==> src/rtl/mt_mode_pkg.sv <==
// Package: shared mode type and constants for the two-thread mode controller.
// Assumes the core has exactly two hardware threads.
package mt_mode_pkg;
    localparam int THREADS = 2;
    localparam int MODE_W  = 2;

    typedef enum logic [MODE_W-1:0] {
        MODE_MT  = 2'b00,
        MODE_ST0 = 2'b01,
        MODE_ST1 = 2'b10,
        MODE_LP  = 2'b11
    } mt_mode_e;
endpackage

==> src/rtl/mt_thread_next.sv <==
// Module: next-cycle run flag for one hardware thread.
// An interrupt makes the thread run, and it wins over a HALT in the same cycle.
// A HALT stops a running thread. A halted thread with no interrupt stays halted.
// Assumes halt_i and irq_i are single-cycle event flags.
module mt_thread_next (
    input  logic active_i,
    input  logic halt_i,
    input  logic irq_i,
    output logic active_o
);
    // Purpose: choose the thread's run state for the next cycle.
    always_comb begin
        if (irq_i)
            active_o = 1'b1;
        else if (halt_i)
            active_o = 1'b0;
        else
            active_o = active_i;
    end
endmodule

==> src/rtl/mt_mode_encode.sv <==
// Module: maps a per-thread run vector onto the encoded operating mode.
// Assumes bit t of the vector belongs to thread t.
module mt_mode_encode
    import mt_mode_pkg::*;
(
    input  logic [THREADS-1:0] run_i,
    output mt_mode_e           mode_o
);
    // Purpose: encode the run pattern as one of the four modes.
    always_comb begin
        unique case (run_i)
            2'b11:   mode_o = MODE_MT;
            2'b01:   mode_o = MODE_ST0;
            2'b10:   mode_o = MODE_ST1;
            default: mode_o = MODE_LP;
        endcase
    end
endmodule

==> src/rtl/mt_mode_decode.sv <==
// Module: derives the per-thread flags, the recombine request and the
// low-power enable from the registered mode.
// Assumes the mode input comes from a register, so the outputs are glitch-free.
module mt_mode_decode
    import mt_mode_pkg::*;
(
    input  mt_mode_e           mode_i,
    output logic [THREADS-1:0] run_o,
    output logic               merge_o,
    output logic               sleep_o
);
    // Purpose: decode the mode into the status outputs.
    always_comb begin
        run_o   = '0;
        merge_o = 1'b0;
        sleep_o = 1'b0;
        case (mode_i)
            MODE_MT:  run_o = 2'b11;
            MODE_ST0: begin run_o = 2'b01; merge_o = 1'b1; end
            MODE_ST1: begin run_o = 2'b10; merge_o = 1'b1; end
            default:  sleep_o = 1'b1;
        endcase
    end

    // low power never coexists with a running thread.
    always_comb begin
        assert_lp_idle_R11: assert (!(sleep_o && (run_o != '0)));
    end
endmodule

==> src/rtl/mt_mode_ctrl.sv <==
// Module: operating mode controller for a two-thread SMT core.
// It holds the mode in a register and updates it from HALT pulses and
// interrupt requests. The outputs are decoded from the registered mode.
// Assumes a synchronous active-low reset and one event per bit per cycle.
module mt_mode_ctrl
    import mt_mode_pkg::*;
(
    input  logic               clk,
    input  logic               rst_n,
    input  logic [THREADS-1:0] halt_i,
    input  logic [THREADS-1:0] irq_i,
    output logic [MODE_W-1:0]  mode_o,
    output logic [THREADS-1:0] thread_active_o,
    output logic               recombine_o,
    output logic               lowpower_en_o
);
    mt_mode_e           mode_q;
    mt_mode_e           mode_d;
    logic [THREADS-1:0] run_now;
    logic [THREADS-1:0] run_next;

    mt_mode_decode u_decode (
        .mode_i  (mode_q),
        .run_o   (run_now),
        .merge_o (recombine_o),
        .sleep_o (lowpower_en_o)
    );

    for (genvar t = 0; t < THREADS; t++) begin : g_thread
        mt_thread_next u_next (
            .active_i (run_now[t]),
            .halt_i   (halt_i[t]),
            .irq_i    (irq_i[t]),
            .active_o (run_next[t])
        );
    end

    mt_mode_encode u_encode (
        .run_i  (run_next),
        .mode_o (mode_d)
    );

    // Purpose: mode register, which enters dual-thread mode on reset.
    always_ff @(posedge clk) begin
        if (!rst_n)
            mode_q <= MODE_MT;
        else
            mode_q <= mode_d;
    end

    assign mode_o          = mode_q;
    assign thread_active_o = run_now;

    // a sampled reset leaves the block in dual-thread mode.
    assert_reset_mt_R1: assert property (@(posedge clk)
        !rst_n |=> (mode_o == MODE_MT && thread_active_o == 2'b11));

    // thread 1 alone halting from dual-thread mode leaves thread 0 running.
    assert_mt_to_st0_R3: assert property (@(posedge clk) disable iff (!rst_n)
        (mode_o == MODE_MT && halt_i == 2'b10 && irq_i == 2'b00)
        |=> (mode_o == MODE_ST0));

    // a joint HALT from dual-thread mode goes straight to low power.
    assert_joint_halt_R4: assert property (@(posedge clk) disable iff (!rst_n)
        (mode_o == MODE_MT && halt_i == 2'b11 && irq_i == 2'b00)
        |=> lowpower_en_o);

    // an interrupt always leaves its thread running in the next cycle.
    assert_irq0_wins_R8: assert property (@(posedge clk) disable iff (!rst_n)
        irq_i[0] |=> thread_active_o[0]);
    assert_irq1_wins_R8: assert property (@(posedge clk) disable iff (!rst_n)
        irq_i[1] |=> thread_active_o[1]);

    // a halted thread stays halted until it receives an interrupt.
    assert_halted_stays_R9: assert property (@(posedge clk) disable iff (!rst_n)
        (!thread_active_o[0] && !irq_i[0]) |=> !thread_active_o[0]);

    // recombine follows a single running thread.
    assert_recombine_R10: assert property (@(posedge clk) disable iff (!rst_n)
        recombine_o == ($countones(thread_active_o) == 1));

    // with no events the mode holds.
    assert_hold_R12: assert property (@(posedge clk) disable iff (!rst_n)
        (halt_i == 2'b00 && irq_i == 2'b00) |=> $stable(mode_o));
endmodule

==> config.mk <==
export PLATFORM = sky130hd
export DESIGN_NAME = mt_mode_ctrl
export DESIGN_NICKNAME = d
export VERILOG_FILES = /design/src/rtl/mt_mode_pkg.sv /design/src/rtl/mt_thread_next.sv /design/src/rtl/mt_mode_encode.sv /design/src/rtl/mt_mode_decode.sv /design/src/rtl/mt_mode_ctrl.sv
export SDC_FILE = /design/constraint.sdc
export NUM_CORES = 1
export LEC_CHECK = 0
export CAP_MARGIN = 20
export CORE_AREA = 5 5 42 44
export DETAILED_ROUTE_END_ITERATION = 7
export DIE_AREA = 0 0 47 49
export HOLD_SLACK_MARGIN = 0.05
export PLACE_DENSITY = 0.47
export SETUP_SLACK_MARGIN = 0.2
export SLEW_MARGIN = 20
export SYNTH_ARGS = -nofsm -noshare
export SYNTH_HDL_FRONTEND = slang
export SYNTH_SLANG_ARGS = --single-unit
==> constraint.sdc <==
create_clock -name clk -period 2.2 [get_ports clk]
set_input_delay 0.55 -clock clk [delete_from_list [all_inputs] [get_ports clk]]
set_output_delay 0.55 -clock clk [all_outputs]
set_load 0.01 [all_outputs]
# After elaboration in Yosys (flattened, before gate mapping)
# Cells that the tools add are included.
[totals]
regBits = 2
inputBits = 6
word_cells = 17
[classes]
n_eq_ne = 5
muxes = 8
n_reduce_logical = 3
[ops]
columns = ["cell", "count"]
rows = [
  ["$pmux W2 S3", 2],
  ["$eq A2 B2 Y1 const B", 3],
  ["$mux W1", 6],
  ["$eq A2 B1 Y1 const B", 2],
  ["$reduce_or A3 Y1", 1],
  ["$logic_not A2 Y1", 1],
  ["$reduce_or A2 Y1", 1],
]

# Depth between registers and ports, before layout
[depth]
ltp_word = 6
ltp_mapped = 5
depth_no_buf = 4

# Modules after synthesis
# Synthesis repeated with hierarchy kept, for this count alone.
[hier_totals]
hier_cells = 18
hier_area_um2 = 156.4
[by_module_without_submodules]
columns = ["module", "n_inst", "cells_each", "area_each_um2", "seq_area_each_um2"]
rows = [
  ["mt_mode_decode", 1, 8, 73.8, 0.0],
  ["mt_mode_ctrl", 1, 4, 52.6, 40.0],
  ["mt_thread_next", 2, 2, 11.3, 0.0],
  ["mt_mode_encode", 1, 2, 7.5, 0.0],
]

# Least setup slack after synthesis
# OpenSTA, ideal clock, no wires.
[synth_path]
path_kind = "register to output"
from = "register mode_q[0] (netlist: mode_o[0])"
to = "output port thread_active_o[0]"
arrival_time_ns = 1.042
required_ns = 1.650
path_slack_ns = 0.608
stages_incl_launch_ff = 5
n_path_buf = 1
cell_sequence = "dfxtp_1 > inv_1 > ha_1 > or2_4 > buf_4"
[synth_between]
elab_chain_len = 2
word_cells_on_any_way = 4
[synth_rtl]
columns = ["item", "line", "rtl"]
rows = [
  ["from (decl)", "mt_mode_ctrl.sv:17", "mt_mode_e mode_q;"],
  ["from (signal assigned)", "mt_mode_ctrl.sv:48", "mode_q <= mode_d;"],
  ["$eq A2 B2 Y1, or another cell as far along", "mt_mode_decode.sv:17", "case (mode_i)"],
  ["$pmux W2 S3 *", "mt_mode_decode.sv:17", ""],
  ["to (decl)", "mt_mode_ctrl.sv:13", "output logic [THREADS-1:0] thread_active_o,"],
]
# Every way passes the cells marked *; elsewhere a longest branch is shown, timed or not.

# Final worst setup path
# Same ends and word-level chain as after synthesis.

==> results.sh <==
export IMPL_status="finished, final reports clean"
export IMPL_fin_area_um2=298
export IMPL_vdd_drop_max_mv=0.136
export IMPL_grt_max_degree=5
export IMPL_fin_skew_ns=0.00239
export IMPL_ys_seq_area_share_pct=24.8
export IMPL_grt_antenna_before_repair=0
export IMPL_synth_xor_area_share_pct=0
export IMPL_rows=14
export IMPL_synth_simple_area_share_pct=14.0
export IMPL_max_clock_freq_mhz=528
export IMPL_htreeDepth=1
export IMPL_synth_mux_area_share_pct=0
export IMPL_clockBufferDepth=2
export IMPL_finalCriticalPeriod_ns=1.90
export IMPL_synth_fa_ha_area_share_pct=31.0
export IMPL_synth_edf_count=0
export IMPL_ys_types=9
export IMPL_yosysTopAreaCell="ha_1"
export IMPL_synthFlopType="dfxtp_1"
export IMPL_synthCells=18
export IMPL_cts_sinks=2
export IMPL_ys_top_cells_by_count="ha_1 (4), inv_1 (4), buf_4 (2), dfxtp_1 (2), nor2_1 (2)"
export IMPL_ys_warnings_count=0
export IMPL_drtAntennaViolNets=0
export IMPL_syn_to_final_growth_pct=84.5
export IMPL_synthDominantCellAreaShare_pct=31.0
export IMPL_switchingPower_uw=37.6
export IMPL_viasPerCell=3.15
export IMPL_post_cts_buffers=0
export IMPL_synthArstFlopShare_pct=0
export IMPL_portBuffers=11
export IMPL_crit_type="register to output pin"
export IMPL_drt_first_pass_iters=1
export IMPL_hold_viol=0
export IMPL_synth_area_leaders="ha_1 (31%), dfxtp_1 (25%), buf_4 (9.3%), inv_1 (9.3%), o311a_1 (6.2%)"
export IMPL_cp_start_kind="register"
export IMPL_die_w_um=47
export IMPL_slew_headroom_pct=90.4
export IMPL_swShare_pct=23.4
export IMPL_clock_latency_ns=0.22
export IMPL_drtIter0Drc=0
export IMPL_netlist_area_um2=161
export IMPL_powerDensity_mw_per_mm2=539
export IMPL_final_fill_count=171
export IMPL_clkPwrFrac_pct=50.0
export IMPL_largest_reg_flops=2
export IMPL_cts_tree="done"
export IMPL_place_area_um2=277
export IMPL_seqPwrFrac_pct=25.7
export IMPL_worst_pin_slew_ns=0.143
export IMPL_gp_congestion=0.528
export IMPL_crit_arrival_ns=1.35
export IMPL_first_global_vias=162
export IMPL_antenna_cells=0
export IMPL_wire_per_inst_um=8.74
export IMPL_route_detailed_drc=0
export IMPL_drt_total_wl_um=402
export IMPL_worstPathRequired_ns=1.65
export IMPL_grt_overflow_total=0
export IMPL_ys_ff_latch=2
export IMPL_synth_top_family_by_area="adder cells"
export IMPL_p_int_uw=123
export IMPL_syn_avg_cell_area_um2=8.97
export IMPL_root_buffer="clkbuf_4"
export IMPL_grt_pass1_wl_um=676
export IMPL_finalSetupViolations=0
export IMPL_syn_nets=28
export IMPL_final_nets=42
export IMPL_die_area_mm2=0.00230
export IMPL_crit_fanout=4
export IMPL_hold_path_class="register to register"
export IMPL_synth_compound_area_share_pct=11.6
export IMPL_drv_slew=0
export IMPL_p_leak_uw=0.000139
export IMPL_cts_buffers=3
export IMPL_drv_cap=0
export IMPL_die_h_um=49
export IMPL_fin_setup_tns_ns=0
export IMPL_core_area_mm2=0.00140
export IMPL_initial_core_util_pct=11.5
export IMPL_fin_crit_sh_pct=86.1
export IMPL_drive_above_1_share_pct=23.3
export IMPL_p_comb_share_pct=24.3
export IMPL_grt_util_all_layers_pct=4.64
export IMPL_pin_count=12
export IMPL_ff2ff_setup_slack_ns=1.15
export IMPL_clk_pin_slew_worst_paths_ns=0.03
export IMPL_rsz0062_at_grt="no"
export IMPL_dpl_hpwl_um=337
export IMPL_cp_end_kind="output pin"
export IMPL_dr_total_vias=145
## cell type report
type	count	area (um2)	share of cell area (%)
clock buffer	3	22.5	7.56
inverter	4	15.0	5.04
multi-input combinational	10	91.3	30.7
sequential	2	42.5	14.3
tap	16	20.0	6.72
timing repair buffer	11	106	35.7
## kinds of logic after synthesis
logic type | count (synthesis)
DFF | 2
and+or+nand+nor | 4
buffers and inverters | 6
AOI/OAI and AO/OA | 2
adders and majority gates | 4
## timing repair
action | in CTS | in global routing
endpoints found under the setup margin | 3 | 3
resized for setup | 3 | 2
cloned | 0 | 0
hold buffers | 0 | 0
## metrics by stage
| step | total power [uW] | setup WS, ns | utilization (%) | hold WS [ns] | std cells |
|---|---|---|---|---|---|
| after floorplan | 63.6 | 0.608 | - | 0.686 | 18 |
| after global placement | 85.8 | 0.304 | 19.7 | 0.748 | 43 |
| after detailed placement | 85.7 | 0.288 | 19.7 | 0.743 | 43 |
| after CTS | 169 | 0.237 | 21.1 | 0.749 | 46 |
| after global routing | 178 | 0.223 | 21.3 | 0.732 | 46 |
| final | 160 | 0.305 | 21.3 | 0.693 | 46 |
## routing by layer
layer	share of wire (%)	global-route usage [%]	up-vias
met5	0	0	-
met4	0	5.53	0
met3	10	2.21	0
met2	58	6.79	5
met1	32	3.93	63
li1	-	-	77
## final timing paths
| check | start | end | depth (start not counted) |
|---|---|---|---|
| max | mode_o[0] | thread_active_o[0] | 4 |
| max reg2reg | mode_o[0] | mode_o[1] | 4 |
| min reg2reg | mode_o[0] | mode_o[1] | 3 |
| min | mode_o[0] | mode_o[1] | 3 |
## layout by cell type, fill, tap and decap left out
cell             synthesis  layout
clkdlybuf4s50_1          0       8
inv_1                    4       4
ha_1                     4       4
clkbuf_4                 0       3
dlygate4sd2_1            0       3
nor2_1                   2       2
dfxtp_2                  0       2
or2_4                    1       1
o311a_1                  1       1
nand2b_1                 1       1
a21oi_2                  1       1
## power groups by stage
stage / sequential (uW) / combinational [uW] / clock (uW)
global placement: 41.2 / 44.6 / 0
detailed placement: 41.3 / 44.4 / 0
CTS: 40.8 / 40.3 / 87.4
global route: 41.7 / 44.2 / 92.0
finish: 41.2 / 39.0 / 80.3
floorplan: 42.0 / 21.7 / 0
## worst max-delay path, cell delays in order, from the launching register on
cell and delay (ns):
dfxtp_2 0.34, inv_1 0.06, ha_1 0.21, or2_4 0.23, dlygate4sd2_1 0.28
No activity file was read; power rests on OpenSTA's default activity.
